<file path="src/rtl/gpio_sfr_ports.sv">
module gpio_sfr_ports #(
  parameter int   W           = 8,
  parameter int   NBI         = 6,
  parameter logic FLOAT_LEVEL = 1'b0,
  localparam int  NB          = NBI * W,
  localparam int  NALL        = (NBI + 1) * W,
  localparam int  SELW        = $clog2(NBI + 2)
) (
  input  logic            clk,
  input  logic            rst_n,
  input  logic [SELW-1:0] acc_sel,
  input  logic            acc_wr,
  input  logic            acc_rmw,
  input  logic [1:0]      acc_op,
  input  logic [W-1:0]    acc_wdata,
  input  logic            rd_src_latch,
  output logic [W-1:0]    rd_data,
  input  logic            bus_mode,
  input  logic [W-1:0]    bus_oe,
  input  logic [W-1:0]    bus_dout,
  input  logic [NALL-1:0] ext_en,
  input  logic [NALL-1:0] ext_val,
  output logic [NB-1:0]   pad_oe,
  output logic [NB-1:0]   pad_do,
  output logic [NALL-1:0] pad_level
);

  localparam logic [SELW-1:0] SEL_IN = SELW'(NBI);

  logic [NB-1:0]   latch;
  logic [NALL-1:0] sync1, sync2;
  logic            sel_bi;
  int              idx;
  logic [W-1:0]    cur_latch, rmw_res;

  assign sel_bi    = acc_sel < SEL_IN;
  assign idx       = sel_bi ? int'(acc_sel) : 0;
  assign cur_latch = latch[idx*W +: W];

  always_comb begin
    case (acc_op)
      2'b00:   rmw_res = cur_latch & acc_wdata;
      2'b01:   rmw_res = cur_latch | acc_wdata;
      2'b10:   rmw_res = cur_latch ^ acc_wdata;
      default: rmw_res = acc_wdata;
    endcase
  end

  always_ff @(posedge clk or negedge rst_n) begin
    if (!rst_n) begin
      latch <= '1;
    end else if (sel_bi && (acc_rmw || acc_wr)) begin
      latch[idx*W +: W] <= acc_rmw ? rmw_res : acc_wdata;
    end
  end

  always_ff @(posedge clk or negedge rst_n) begin
    if (!rst_n) begin
      sync1 <= '0;
      sync2 <= '0;
    end else begin
      sync1 <= pad_level;
      sync2 <= sync1;
    end
  end

  always_comb begin
    if (sel_bi)
      rd_data = (rd_src_latch || acc_rmw) ? cur_latch : sync2[idx*W +: W];
    else if (acc_sel == SEL_IN)
      rd_data = sync2[NB +: W];
    else
      rd_data = '0;
  end

  for (genvar p = 0; p < NBI; p++) begin : g_drv
    if (p == 0) begin : g_p0
      assign pad_oe[W-1:0] = bus_mode ? bus_oe   : ~latch[W-1:0];
      assign pad_do[W-1:0] = bus_mode ? bus_dout : '0;
    end else begin : g_pq
      assign pad_oe[p*W +: W] = ~latch[p*W +: W];
      assign pad_do[p*W +: W] = '0;
    end
  end

  for (genvar i = 0; i < NALL; i++) begin : g_pad
    localparam int  P      = i / W;
    localparam bit  PULLUP = (P >= 1) && (P < NBI);
    logic drv_lo, drv_hi;
    if (i < NB) begin : g_bi
      assign drv_lo = (pad_oe[i] & ~pad_do[i]) | (ext_en[i] & ~ext_val[i]);
      assign drv_hi = (pad_oe[i] &  pad_do[i]) | (ext_en[i] &  ext_val[i]);
    end else begin : g_in
      assign drv_lo = ext_en[i] & ~ext_val[i];
      assign drv_hi = ext_en[i] &  ext_val[i];
    end
    assign pad_level[i] = drv_lo ? 1'b0 : drv_hi ? 1'b1 : (PULLUP ? 1'b1 : FLOAT_LEVEL);
  end

endmodule

</file>
<file path="config.mk">
export PLATFORM = sky130hd
export DESIGN_NAME = gpio_sfr_ports
export DESIGN_NICKNAME = d
export VERILOG_FILES = /design/src/rtl/gpio_sfr_ports.sv
export SDC_FILE = /design/constraint.sdc
export NUM_CORES = 1
export LEC_CHECK = 0
export ABC_AREA = 1
export BUFFER_PORTS_ARGS = -buffer_cell sky130_fd_sc_hd__buf_4
export CORE_UTILIZATION = 40
export CTS_CLUSTER_DIAMETER = 150
export DETAILED_ROUTE_END_ITERATION = 8
export HOLD_SLACK_MARGIN = 0.05
export PLACE_DENSITY = 0.68
export SYNTH_ARGS = -nofsm -noshare
export SYNTH_HDL_FRONTEND = slang
export SYNTH_SLANG_ARGS = --single-unit
</file>
<file path="constraint.sdc">
create_clock -name clk -period 3.45 [get_ports clk]
set_input_delay 0.1725 -clock clk [delete_from_list [all_inputs] [get_ports clk]]
set_output_delay 0.1725 -clock clk [all_outputs]
set_load 0.02 [all_outputs]
</file>
After elaboration in Yosys (flattened, before gate mapping). Index checks and enable logic that the tools add are counted.

Bits of input ports: 147. Bits in latches: 0. Output and inout bits: 160. Memories: 0. Bits in writable memories: 0. Flip-flop bits (word level): 160. Bits in read-only memories: 0.

Multiplexer cells: 81. Div/mod/pow operators: 0. Bitwise logic cells: 217. $mul: 0. Reductions and logical operators: 4. $add $sub $neg: 1. Equality and inequality tests: 3. Shift-type cells: 4. Order comparisons: 1.

Operators with widths (number): $and 1x1->1 (88); $mux 1 (72); $not 1->1 (64); $or 1x1->1 (56); $shiftx 56x7->8 (1); $bwmux 48 (1); $mux 8 (6); $not 8->8 (6); $shift 8x33->48 const A (1); $shiftx 48x7->8 (1); $shiftx 8x33->48 (1); $neg 6->33 (1); $pmux 8 s3 (1); $and 8x8->8 (1); $or 8x8->8 (1); $xor 8x8->8 (1); $eq 3x3->1 const B (1); $lt 3x3->1 const B (1); $mux 3 (1); $eq 2x1->1 const B (1); $eq 2x2->1 const B (1); $logic_not 2->1 (1); $logic_or 1x1->1 (2); $logic_and 1x1->1 (1).

Logic depth before layout (Yosys ltp). Gate-level depths: netlist (run 1).

Word-level depth: 8. Gate-level depth with buffers: 17. Gate-level depth less buffers: 15.

Least setup slack after synthesis (run 1). OpenSTA, ideal clock, no wires.

Kind: in2reg. From: input port acc_sel[1]. To: register latch[2]. Path buffers: 2. Data arrival time: 1.925 ns. Stages: 10. Required time: 3.378 ns. Slack: 1.453 ns. Cells stage by stage: inv_1 > ha_1 > clkinv_1 > clkbuf_1 > ha_1 > inv_1 > nor3_1 > nand3_1 > clkbuf_1 > o21ai_1.

Longest elaborated chain between the ends: 8. Elaborated cells on any way between the ends: 13. Classes of those cells: 1 x add/sub; 1 x order compare; 3 x shift; 4 x mux; 3 x bitwise; 1 x reduce/logical.

Ends and longest elaborated chain: from (decl) (line 11) `input logic [SELW-1:0] acc_sel,`; $lt 3x3->1 (line 36) `assign sel_bi = acc_sel < SEL_IN;`; $mux 3 (line 37) `assign idx = sel_bi ? int'(acc_sel) : 0;`; $shiftx 48x7->8 (line 38) `assign cur_latch = latch[idx*W +: W];`; $xor 8x8->8 (tied with other cells) (line 44) `2'b10: rmw_res = cur_latch ^ acc_wdata;`; $pmux 8 s3 (line 41) `case (acc_op)`; $mux 8 (line 53) `latch[idx*W +: W] <= acc_rmw ? rmw_res : acc_wdata;`; $shiftx 8x33->48 (line 53); $bwmux 48 (line 53); to (signal, indexed assignment) (line 53); to (decl) (line 30) `logic [NB-1:0] latch;`.

Parallel ways exist; a longest one is shown, timed or not. A chain may end at the register's enable or synchronous reset.

Final worst setup path (run 1).
From: input port acc_sel[1]. To: output port rd_data[6].

Longest elaborated chain between the ends: 5. Elaborated cells on any way between the ends: 8. Classes of those cells: 1 x order compare; 1 x eq/ne; 2 x shift; 4 x mux.

Ends and longest elaborated chain: $lt 3x3->1 (line 36); $mux 3 (line 37); $shiftx 56x7->8 or $shiftx 48x7->8 (tied branches) (line 69, 38); $mux 8 (line 69) `rd_data = (rd_src_latch || acc_rmw) ? cur_latch : sync2[idx*W +: W];`; $mux 8 * (line 68) `if (sel_bi)`; to (decl) (line 17) `output logic [W-1:0] rd_data,`.

Mark *: on every way between the ends. The rest lies on a longest branch, timed or not.

==> summary.txt, run 1 <==
Die
  • Die Area: 19700 sq um
  • Chip width: 140 um
  • Die H: 140 um
  • Std cell rows: 50
  • Top Ports: 307
  • Core box area: 18700 sq um
  • Effective utilization at floorplan: 40.9%

Timing
  • RSZ-0062 raised after global routing: no
  • Fmax: 0.378 GHz
  • Hold WS: 65.0 ps
  • Final-report hold violation count: 0
  • Worst Skew: 6.19 ps
  • Crit share post-route: 76.7%
  • Final setup TNS: 0 ps
  • Setup violators final: 0
  • Worst-Margin Slew: 948 ps
  • Slew Viols, Final: 0
  • Minimum clock period: 2650 ps
  • Worst setup margin: 803 ps
  • Slew headroom: 36.3%

Critical path
  • Setup crit start kind: primary input
  • Arrival time worst endpoint: 2470 ps
  • Crit path cell chain: buf_4 -> ha_1 -> inv_1 -> buf_4 -> o21ai_0 -> o21ai_0 -> nand2_1 -> nand4_1 -> o211ai_1 -> nand2_1 -> buf_4
  • Crit path top cell by count: buf_4
  • Buf+Inv Stages, Crit Path: 4
  • Worst Setup Path Type: in -> out
  • Top delay family on crit path: buffers and inverters
  • Critical Path RT: 3280 ps
  • CP peak stage delay: 600 ps
  • Slowest cell on crit path: inv_1
  • Reg2reg setup slack: 1360 ps
  • Crit path max fanout: 22
  • Critical Path Sink Type: primary output

Global routing
  • Overflow after GRT: 0
  • Grt peak-use layer: met2
  • Largest net degree at the start of global routing: 104
  • Met2 Use GR: 45.0%
  • GRT Util Overall: 25.8%
  • Global-route wire length before repair: 38.1 mm
  • GR Layer Usage met1: 31.5%
  • Initial antenna violation count: 0
  • Vias in the first global route: 7286
  • Global-route track usage on met3: 5.64%

Synthesis
  • Fraction of post-synthesis cell area in the top cell type by area: 36.6%
  • Sequential share of the synthesized area: 53.1%
  • Avg Cell Area, Syn: 8.51 sq um
  • Yosys top cell by area: dfrtp_1
  • Gate Count Post-Synth: 899
  • Register bit total from synthesis: 160
  • Yosys warning total: 0
  • Synth top area cells: dfrtp_1, dfstp_2, nand2_1
  • Synth cell types: 33
  • Synthesized cell area: 7650 sq um

CTS
  • Clk buf depth: 2
  • H-tree level count: 4
  • Cts bufs inserted: 17
  • Setup bufs post-CTS: 0
  • Clock root buffer master: clkbuf_16
  • Worst-path clk slew: 60 ps
  • Cts hold-fix bufs: 102
  • CTS tree: yes
  • Clk_lat worst skew: 430 ps
  • CTS sink count: 160
  • Post-CTS Resized: 0

Power
  • Internal power: 0.00403 W
  • Worst vdd ir: 0.000322 V
  • Power share of the sequential group: 39.9%
  • Switching pwr: 0.00204 W
  • Combinational share of power: 31.7%
  • Power Dens Cells: 537 nW/um^2
  • Clk pwr share: 28.4%
  • Switch share: 33.6%
  • Leak: 6.12 nW

Detailed routing
  • Final wirelength: 24.8 mm
  • Routed vias: 7326
  • DR vias/cell: 4.84
  • Remaining DRCs: 0
  • DRT Pass-1 Iters: 8
  • Post-route ant nets: 0
  • DRT iter0 DRCs: 486
  • Routed len/inst: 16.4 um

Place
  • PortBufs: 266
  • Pre-CTS WS: 735 ps
  • GPL Wtd Cong: 0.893
  • Hpwl dp: 18.2 mm

Cells and area
  • # nets final: 1428
  • Synth-to-layout area growth: 47.6%
  • Fill count: 1602
  • Multi-input gate area in the final layout: 2700 sq um
  • Diodes inserted: 0
  • Layout cells sized above 1: 28.6%
  • FF+latch area: 4060 sq um

Status
  • Status: finished clean

Flow run
  • Max_cap viols: 0

Worst hold path
  • Class of the worst hold path: in -> reg
-- power by group through the flow --
stage | combinational [W] | sequential (W) | clock, W
after floorplan | 0.000995 | 0.00240 | 0
after global placement | 0.00173 | 0.00245 | 0
after detailed placement | 0.00174 | 0.00246 | 0
after CTS | 0.00192 | 0.00243 | 0.00175
after global routing | 0.00208 | 0.00246 | 0.00183
final | 0.00192 | 0.00242 | 0.00172
-- tightest hold or removal path, delay by kind of cell --
kind / cells / cell delay (ps)
compound gates: 1 / 90
buf+inv: 1 / 110
simple gates: 1 / 70
-- per-layer routing --
layer | vias up | routed length (um) | part of all wire, %
met5 | - | 0 | 0
met4 | 0 | 588 | 2.4
met3 | 39 | 1540 | 6.2
met2 | 278 | 12500 | 50
met1 | 3514 | 10200 | 41
li1 | 3495 | - | -
-- cell usage after synthesis (all sizes together) --
cell type  count
nand2        208
nor2          45
nand3         51
buf           57
nand4         21
o21ai         60
clkinv         3
o22ai          8
nor4           1
dfrtp        112
o211ai         3
o21bai        16
inv          153
o21a           3
conb           1
clkbuf        10
nor3           4
a21o           5
a21oi         77
dfstp         48
ha            13
-- final cells by class --
type	instances	share of cell area [%]
repair buffers	378	27.5
clock buffers	21	4.08
flip-flops and latches	160	36.0
multi-input cells	555	23.9
inverters	156	5.18
well taps	234	2.59
clock inverters	11	0.731
-- path summary, 6_finish.rpt --
| path | startpoint | endpoint | cells past startpoint |
|---|---|---|---|
| max | acc_sel[1] | rd_data[6] | 11 |
| max reg2reg | latch[14] | latch[46] | 13 |
| min in group asynchronous | rst_n | sync2[33] | 2 |
| max in group asynchronous | rst_n | latch[0] | 3 |
| min | bus_dout[4] | sync1[4] | 3 |
| min reg2reg | sync1[20] | sync2[20] | 0 |
-- through the flow --
| step | cell area, sq um | power, W | util (%) | std cells |
|---|---|---|---|---|
| 4_1_cts | 11300 | 0.00610 | 60.4 | 1515 |
| 3_3_place_gp | 9730 | 0.00418 | 52.0 | 1381 |
| 3_5_place_dp | 9730 | 0.00420 | 52.0 | 1381 |
| 5_1_grt | 11300 | 0.00637 | 60.4 | 1515 |
| 6_report | 11300 | 0.00607 | 60.4 | 1515 |
| 2_1_floorplan | 7800 | 0.00339 | - | 938 |
-- layout by cell type (no fill, tap or decap), drive strengths merged --
cell type	n
nor2	45
o21a	3
o21bai	16
dfrtp	112
clkinv	7
dfstp	48
a21o	5
buf	276
nand4	21
dlygate4sd3	102
nor3	4
o22ai	8
conb	40
nand3	51
clkbuf	21
o211ai	3
nand2	208
nor4	1
inv	155
o21ai	60
ha	13
clkinvlp	5
a21oi	77
-- logic make-up (layout without fill, tap and decap cells) --
group / after synthesis / after routing / synth area share, %
AND/OR/NAND/NOR: 330 / 330 / 18.8
buffers and inverters: 223 / 566 / 13.5
AO/OA/AOI/OAI: 172 / 172 / 12.4
flip-flops: 160 / 160 / 53.1
adder cells (fa/ha/maj): 13 / 13 / 2.13
other: 1 / 40 / 0.0490
-- registers in the layout (all words and copies together) (netlist names) --
name / flops
sync2: 56
sync1: 56
latch: 48
No activity file was read; power rests on OpenSTA's default activity.
==> inputs of run 2 (changes only) <==
Settings changed: ABC_AREA 1 to 0.
Clock period 3.45 ns to 2.5 ns, I/O delays scaled along.
==> run 2 against run 1 <==
  * Hold slack improved by 63 ps
  * Critical path depth decreased by 2
  * First-iteration DRC count decreased by 16%
  * Largest power group unchanged
  * Routed wire length increased by 1.0%
  * Combinational power increased by 34%
  * Largest cell class unchanged
  * Critical path type unchanged
  * Register-to-register slack got worse by 1200 ps
==> summary.txt, run 2 <==
Cells and area
  • # nets final: 1293 (-9.5%)
  • Diodes inserted: 0 (unchanged)
  • Commonest non-fill, non-tap cells in the layout: buf_4, dlygate4sd3_1, dfrtp_1
  • Layout cells sized above 1: 39.0% (+10 points)
  • Top Registers: sync1 x56, sync2 x56, latch x48
  • Fill count: 1508 (-5.9%)
  • Most common cell after layout, fill and taps aside: buf_4
  • FF+latch area: 4060 sq um (unchanged)
  • Multi-input gate area in the final layout: 2940 sq um (+8.9%)
  • Design area: 11900 sq um (+5.2%)
  • Core Util, Final: 63.3% (+2.9 points)
  • Synth-to-layout area growth: 54.9%

Synthesis
  • EDFF count, synth: 0 (unchanged)
  • Yosys warning total: 0 (unchanged)
  • Register bit total from synthesis: 160 (unchanged)
  • Ys async rst share: 100% (unchanged)
  • Commonest cells in the netlist: dfrtp_1, inv_1, a21oi_1
  • Synthesized cell area: 7670 sq um (+0.26%)
  • Main synth FF type: dfrtp_1
  • Fraction of post-synthesis cell area in the top cell type by area: 36.5% (-0.096 points)
  • Gate Count Post-Synth: 702 (-22%)
  • Synth top area cells: dfrtp_1, dfstp_2, inv_1
  • Sequential share of the synthesized area: 53.0% (-0.14 points)
  • Synth cell types: 55 (+67%)
  • Avg Cell Area, Syn: 10.9 sq um (+28%)
  • Yosys top cell by area: dfrtp_1
  • Count leader, synth: dfrtp_1

Flow run
  • Max_cap viols: 0 (unchanged)

Die
  • Die Area: 19700 sq um (+0.26%)
  • Std cell rows: 50 (unchanged)
  • Effective utilization at floorplan: 40.9% (about the same)
  • Die H: 140 um (+0.13%)
  • Chip width: 140 um (+0.13%)
  • Core box area: 18800 sq um (+0.33%)
  • Top Ports: 307 (unchanged)

Critical path
  • Worst Setup Path Type: in -> out
  • RR Startpoint: latch[4]
  • Crit path max fanout: 23 (+4.5%)
  • Critical Path RT: 2380 ps (-900 ps)
  • Reg2reg setup slack: 210 ps (-1150 ps)
  • Crit Reg-Reg Endpoint: latch[44]
  • Reg2reg path depth: 8 (-5)
  • Critical Path Sink Type: primary output
  • Arrival time worst endpoint: 2210 ps (-260 ps)
  • Setup crit start kind: primary input

Place
  • GPL Wtd Cong: 0.882 (-1.3%)
  • Pre-CTS WS: -125 ps (-860 ps)
  • Hpwl dp: 17.5 mm (-3.8%)
  • Placed instance area: 10200 sq um (+4.6%)
  • PortBufs: 266 (unchanged)

Timing
  • Fmax: 0.428 GHz
  • Slew headroom: 58.5% (+22 points)
  • RSZ-0062 raised after global routing: no
  • Final-report hold violation count: 0 (unchanged)
  • Worst setup margin: 163 ps (-640 ps)
  • Worst Skew: 7.73 ps (+1.54 ps)
  • Slew Viols, Final: 0 (unchanged)
  • Crit share post-route: 93.5%
  • Minimum clock period: 2340 ps
  • Hold WS: 128 ps (+63.2 ps)
  • Worst-Margin Slew: 622 ps (-326 ps)
  • Setup violators final: 0 (unchanged)

Worst hold path
  • Min-Delay Path Depth: 5 (+2)
  • Worst Hold Launch: acc_wr
  • Hold Path Sink: latch[25]
  • Class of the worst hold path: in -> reg

Detailed routing
  • DRT iter0 DRCs: 409 (-16%)
  • Final wirelength: 25.1 mm (+1.0%)
  • Routed len/inst: 18.2 um (+11%)
  • Routed vias: 7079 (-3.4%)
  • Post-route ant nets: 0 (unchanged)
  • DRT Pass-1 Iters: 4 (-4)
  • Remaining DRCs: 0 (unchanged)
  • DR vias/cell: 5.13 (+6.1%)

CTS
  • Post-CTS Resized: 0 (unchanged)
  • Setup bufs post-CTS: 0 (unchanged)
  • CTS tree: yes
  • CTS sink count: 160 (unchanged)
  • Clk buf depth: 2 (unchanged)
  • H-tree level count: 4 (unchanged)
  • Clk_lat worst skew: 430 ps (about the same)
  • Worst-path clk slew: 60 ps (about the same)
  • Clock root buffer master: clkbuf_16
  • Cts bufs inserted: 17 (unchanged)

Global routing
  • Largest net degree at the start of global routing: 63 (-39%)
  • Overflow after GRT: 0 (unchanged)
  • Vias in the first global route: 7106 (-2.5%)
  • GRT Util Overall: 26.2% (+0.39 points)
  • Initial antenna violation count: 0 (unchanged)
  • Global-route wire length before repair: 38.3 mm (+0.47%)

Status
  • Status: finished clean

Power
  • Worst vdd ir: 0.000454 V (+41%)
  • Leak: 5.94 nW (-2.9%)
  • Power Dens Cells: 711 nW/um^2 (+32%)
## run 2: changes by cell type after synthesis, sizes merged, moves of 28 or more
cell / before / now
inv: 153 / 94
nand2: 208 / 51
nand3: 51 / 12
o21ai: 60 / 18
mux2: 0 / 31
nor2: 45 / 9
o31ai: 0 / 28
## run 2: power breakdown
group	internal [W]	switching (W)
logic	0.00120	0.00138
clock network	0.00152	0.00102
registers	0.00310	0.000234
total	0.00582	0.00263
## run 2: final cells by class
| class | instances | share of cell area, % |
|---|---|---|
| Tap cell | 234 | 2.46 |
| Clock buffer | 23 | 3.94 |
| Clock inverter | 9 | 0.916 |
| Multi-Input combinational cell | 419 | 24.7 |
| Inverter | 95 | 3.02 |
| Timing Repair Buffer | 440 | 30.7 |
| Sequential cell | 160 | 34.2 |
## run 2: cell families after synthesis
family,share of synthesized area [%]
AO/OA/AOI/OAI,16.6
buffers and inverters,10.7
flip-flops,53.0
AND/OR/NAND/NOR,9.77
multiplexers,7.81
adder cells (fa/ha/maj),2.12
other,0.0489
## run 2: metal layers
layer  up-vias  track usage, %  share of wire, %
li1       3250               -                 -
met1      3429            32.6                41
met2       352            43.1                48
met3        48            7.45               8.6
met4         0            10.1               2.7
met5         -               0                 0
## run 2: worst max-delay path by stage
stage / from / to / slack (ps) / cells past startpoint
6_report: acc_sel[1] / rd_data[4] / 160 / 9
5_1_grt: acc_sel[2] / rd_data[7] / 70 / 10
3_3_place_gp: acc_sel[2] / latch[42] / -20 / 12
2_1_floorplan: acc_sel[2] / latch[17] / 5 / 12
3_5_place_dp: acc_sel[1] / latch[13] / -130 / 11
4_1_cts: acc_sel[2] / rd_data[7] / 190 / 10
## run 2: what timing repair did
item	4_1_cts	5_1_grt
endpoints found under the hold margin	82	0
setup endpoints to repair	0	0
hold buffers	113	0
## run 2: worst max-delay path: stages
cell and delay (ps):
buf_4 130, ha_1 200, nand2b_2 200, buf_4 260, buf_4 200, mux2i_1 200, a2111oi_0 540, a221o_1 190
buf_4 150
## run 2: through the flow
step	total power [W]	instances	TNS, ps
after floorplan	0.00457	741	0
after global placement	0.00564	1235	-195
after detailed placement	0.00568	1235	-2600
after CTS	0.00846	1380	0
after global routing	0.00884	1380	0
final	0.00845	1380	0
==> inputs of run 3 (changes only) <==
Settings changed: SETUP_SLACK_MARGIN from default to 0.5.
==> run 3 against run 2 <==
  * Worst setup slack better by 160 ps
  * Maximum frequency is 7.6% higher
  * Via count is 3.0% higher
  * First-iteration DRC count down 1.5%
==> summary.txt, run 3 (synthesized netlist as in run 2, its figures left out) <==
Cells and area
  • Diodes inserted: 0 (unchanged)
  • Design area: 12800 sq um (+7.6%)
  • # nets final: 1310 (+1.3%)
  • FF+latch area: 4060 sq um (unchanged)
  • Multi-input gate area in the final layout: 3540 sq um (+20%)
  • Synth-to-layout area growth: 66.7%
  • Fill count: 1370 (-9.2%)
  • Most common cell after layout, fill and taps aside: buf_4
  • Top Registers: sync1 x56, sync2 x56, latch x48
  • Layout cells sized above 1: 48.2% (+9.2 points)
  • Commonest non-fill, non-tap cells in the layout: buf_4, dlygate4sd3_1, dfrtp_1

Critical path
  • Reg2reg path depth: 8 (unchanged)
  • Reg2reg setup slack: 330 ps (+120 ps)
  • Crit path max fanout: 6 (-74%)
  • Worst Setup Path Type: reg -> reg
  • Critical Path RT: 2840 ps (+460 ps)
  • Crit path top cell by count: mux2_4
  • Critical Path Sink Type: flop
  • CP peak stage delay: 560 ps (+20 ps)
  • Arrival time worst endpoint: 2520 ps (+310 ps)
  • Slowest cell on crit path: dfstp_2
  • Crit path cell chain: mux2_4 -> nand3_2 -> o211ai_1 -> ha_1 -> mux2_4 -> a21oi_2 -> o2111a_2 -> o32ai_2
  • Setup crit start kind: flop

Timing
  • Setup violators final: 0 (unchanged)
  • Slew Viols, Final: 0 (unchanged)
  • Fmax: 0.460 GHz (+7.6%)
  • Worst setup margin: 328 ps (+165 ps)
  • Minimum clock period: 2170 ps (-165 ps)
  • Worst Skew: 10.4 ps (+2.66 ps)
  • Final-report hold violation count: 0 (unchanged)
  • Slew headroom: 59.5% (+0.99 points)
  • RSZ-0062 raised after global routing: yes
  • Crit share post-route: 86.9% (-6.6 points)
  • Worst-Margin Slew: 607 ps (-14.9 ps)

Die
  • Die Area: 19700 sq um (unchanged)
  • Core box area: 18800 sq um (unchanged)
  • Die H: 140 um (unchanged)
  • Effective utilization at floorplan: 40.9% (unchanged)
  • Top Ports: 307 (unchanged)
  • Chip width: 140 um (unchanged)
  • Std cell rows: 50 (unchanged)

Detailed routing
  • DRT iter0 DRCs: 403 (-1.5%)
  • Routed vias: 7290 (+3.0%)
  • Remaining DRCs: 0 (unchanged)
  • Final wirelength: 27.1 mm (+8.0%)
  • Post-route ant nets: 0 (unchanged)
  • DRT Pass-1 Iters: 5 (+1)
  • Routed len/inst: 19.4 um (+6.7%)
  • DR vias/cell: 5.22 (+1.7%)

Place
  • Placed instance area: 10200 sq um (-0.11%)
  • Pre-CTS WS: -127 ps (-2.29 ps)
  • Hpwl dp: 17.7 mm (+1.4%)
  • PortBufs: 266 (unchanged)
  • GPL Wtd Cong: 0.879 (-0.31%)

Global routing
  • Global-route wire length before repair: 40.6 mm (+6.1%)
  • Overflow after GRT: 0 (unchanged)
  • Initial antenna violation count: 0 (unchanged)
  • Largest net degree at the start of global routing: 63 (unchanged)
  • Vias in the first global route: 7390 (+4.0%)
  • GRT Util Overall: 27.6% (+1.4 points)

Power
  • Power Dens Cells: 711 nW/um^2 (about the same)
  • Worst vdd ir: 0.000504 V (+11%)
  • Leak: 6.26 nW (+5.4%)

CTS
  • Clock root buffer master: clkbuf_16
  • Clk_lat worst skew: 440 ps (about the same)
  • Clk buf depth: 2 (unchanged)
  • Cts bufs inserted: 17 (unchanged)
  • CTS tree: yes
  • H-tree level count: 4 (unchanged)
  • Worst-path clk slew: 60 ps (about the same)
  • CTS sink count: 160 (unchanged)

Worst hold path
  • Class of the worst hold path: in -> reg
  • Min-Delay Path Depth: 5 (unchanged)

Flow run
  • Max_cap viols: 0 (unchanged)

Status
  • Status: finished clean
[run 3: cell types whose count changed in the layout (fill, tap and decap cells not counted), sizes merged]
cell      change
clkinv        +3
buf          +16
clkinvlp      +1
inv           -1
clkbuf        -4
bufinv        +2
[run 3: what timing repair did]
| item | 4_1_cts | 5_1_grt |
|---|---|---|
| gates resized for setup | 89 | 33 |
| buffers inserted | 26 | 3 |
| setup endpoints to repair | 56 | 58 |
| hold buffers | 113 | 0 |
| pin swaps | 73 | 23 |
| endpoints found under the hold margin | 91 | 0 |
| cloned | 0 | 1 |
[run 3: power breakdown]
group,switching [W],internal (W)
Clock,0.00108,0.00169
Sequential,0.000198,0.00310
Combinational,0.00161,0.00142
Total,0.00289,0.00621
[run 3: per-stage QoR]
step                util (%)  hold WS (ps)  TNS [ps]  total power, W  instances
global route            68.1           144         0         0.00946       1397
CTS                     67.1           104         0         0.00899       1393
global placement        54.2           151      -373         0.00567       1222
finish                  68.1           135         0         0.00910       1397
detailed placement      54.2           148     -2610         0.00570       1222
floorplan                  -          -171         0         0.00459        741
[run 3: cell type report]
class / count / area share, %
Clock inverter: 14 / 1.49
Sequential cell: 160 / 31.8
Multi-Input combinational cell: 419 / 27.6
Timing Repair Buffer: 457 / 30.3
Clock buffer: 18 / 3.43
Tap cell: 234 / 2.29
Inverter: 95 / 3.01
[run 3: worst paths after layout]
path	endpoint	startpoint
setup / recovery	latch[44]	latch[20]
hold / removal	latch[25]	acc_wr
setup reg to reg	latch[44]	latch[20]
hold reg to reg	sync2[9]	sync1[9]
max in group asynchronous	latch[25]	rst_n
min in group asynchronous	sync1[48]	rst_n
[run 3: routing by layer]
metal,wire length [um],up-vias,share of wire (%),track usage [%]
li1,-,3288,-,-
met1,11100,3579,41,34.3
met2,13500,375,50,47.8
met3,1960,48,7.2,5.78
met4,549,0,2.0,9.38
met5,0,-,0,0
[run 3: critical path, delay by kind of cell (launching register included)]
family	cells	cell delay (ps)
muxes	2	420
and+or+nand+nor	1	80
DFF	1	560
AOI/OAI and AO/OA	4	740
adders and majority gates	1	290
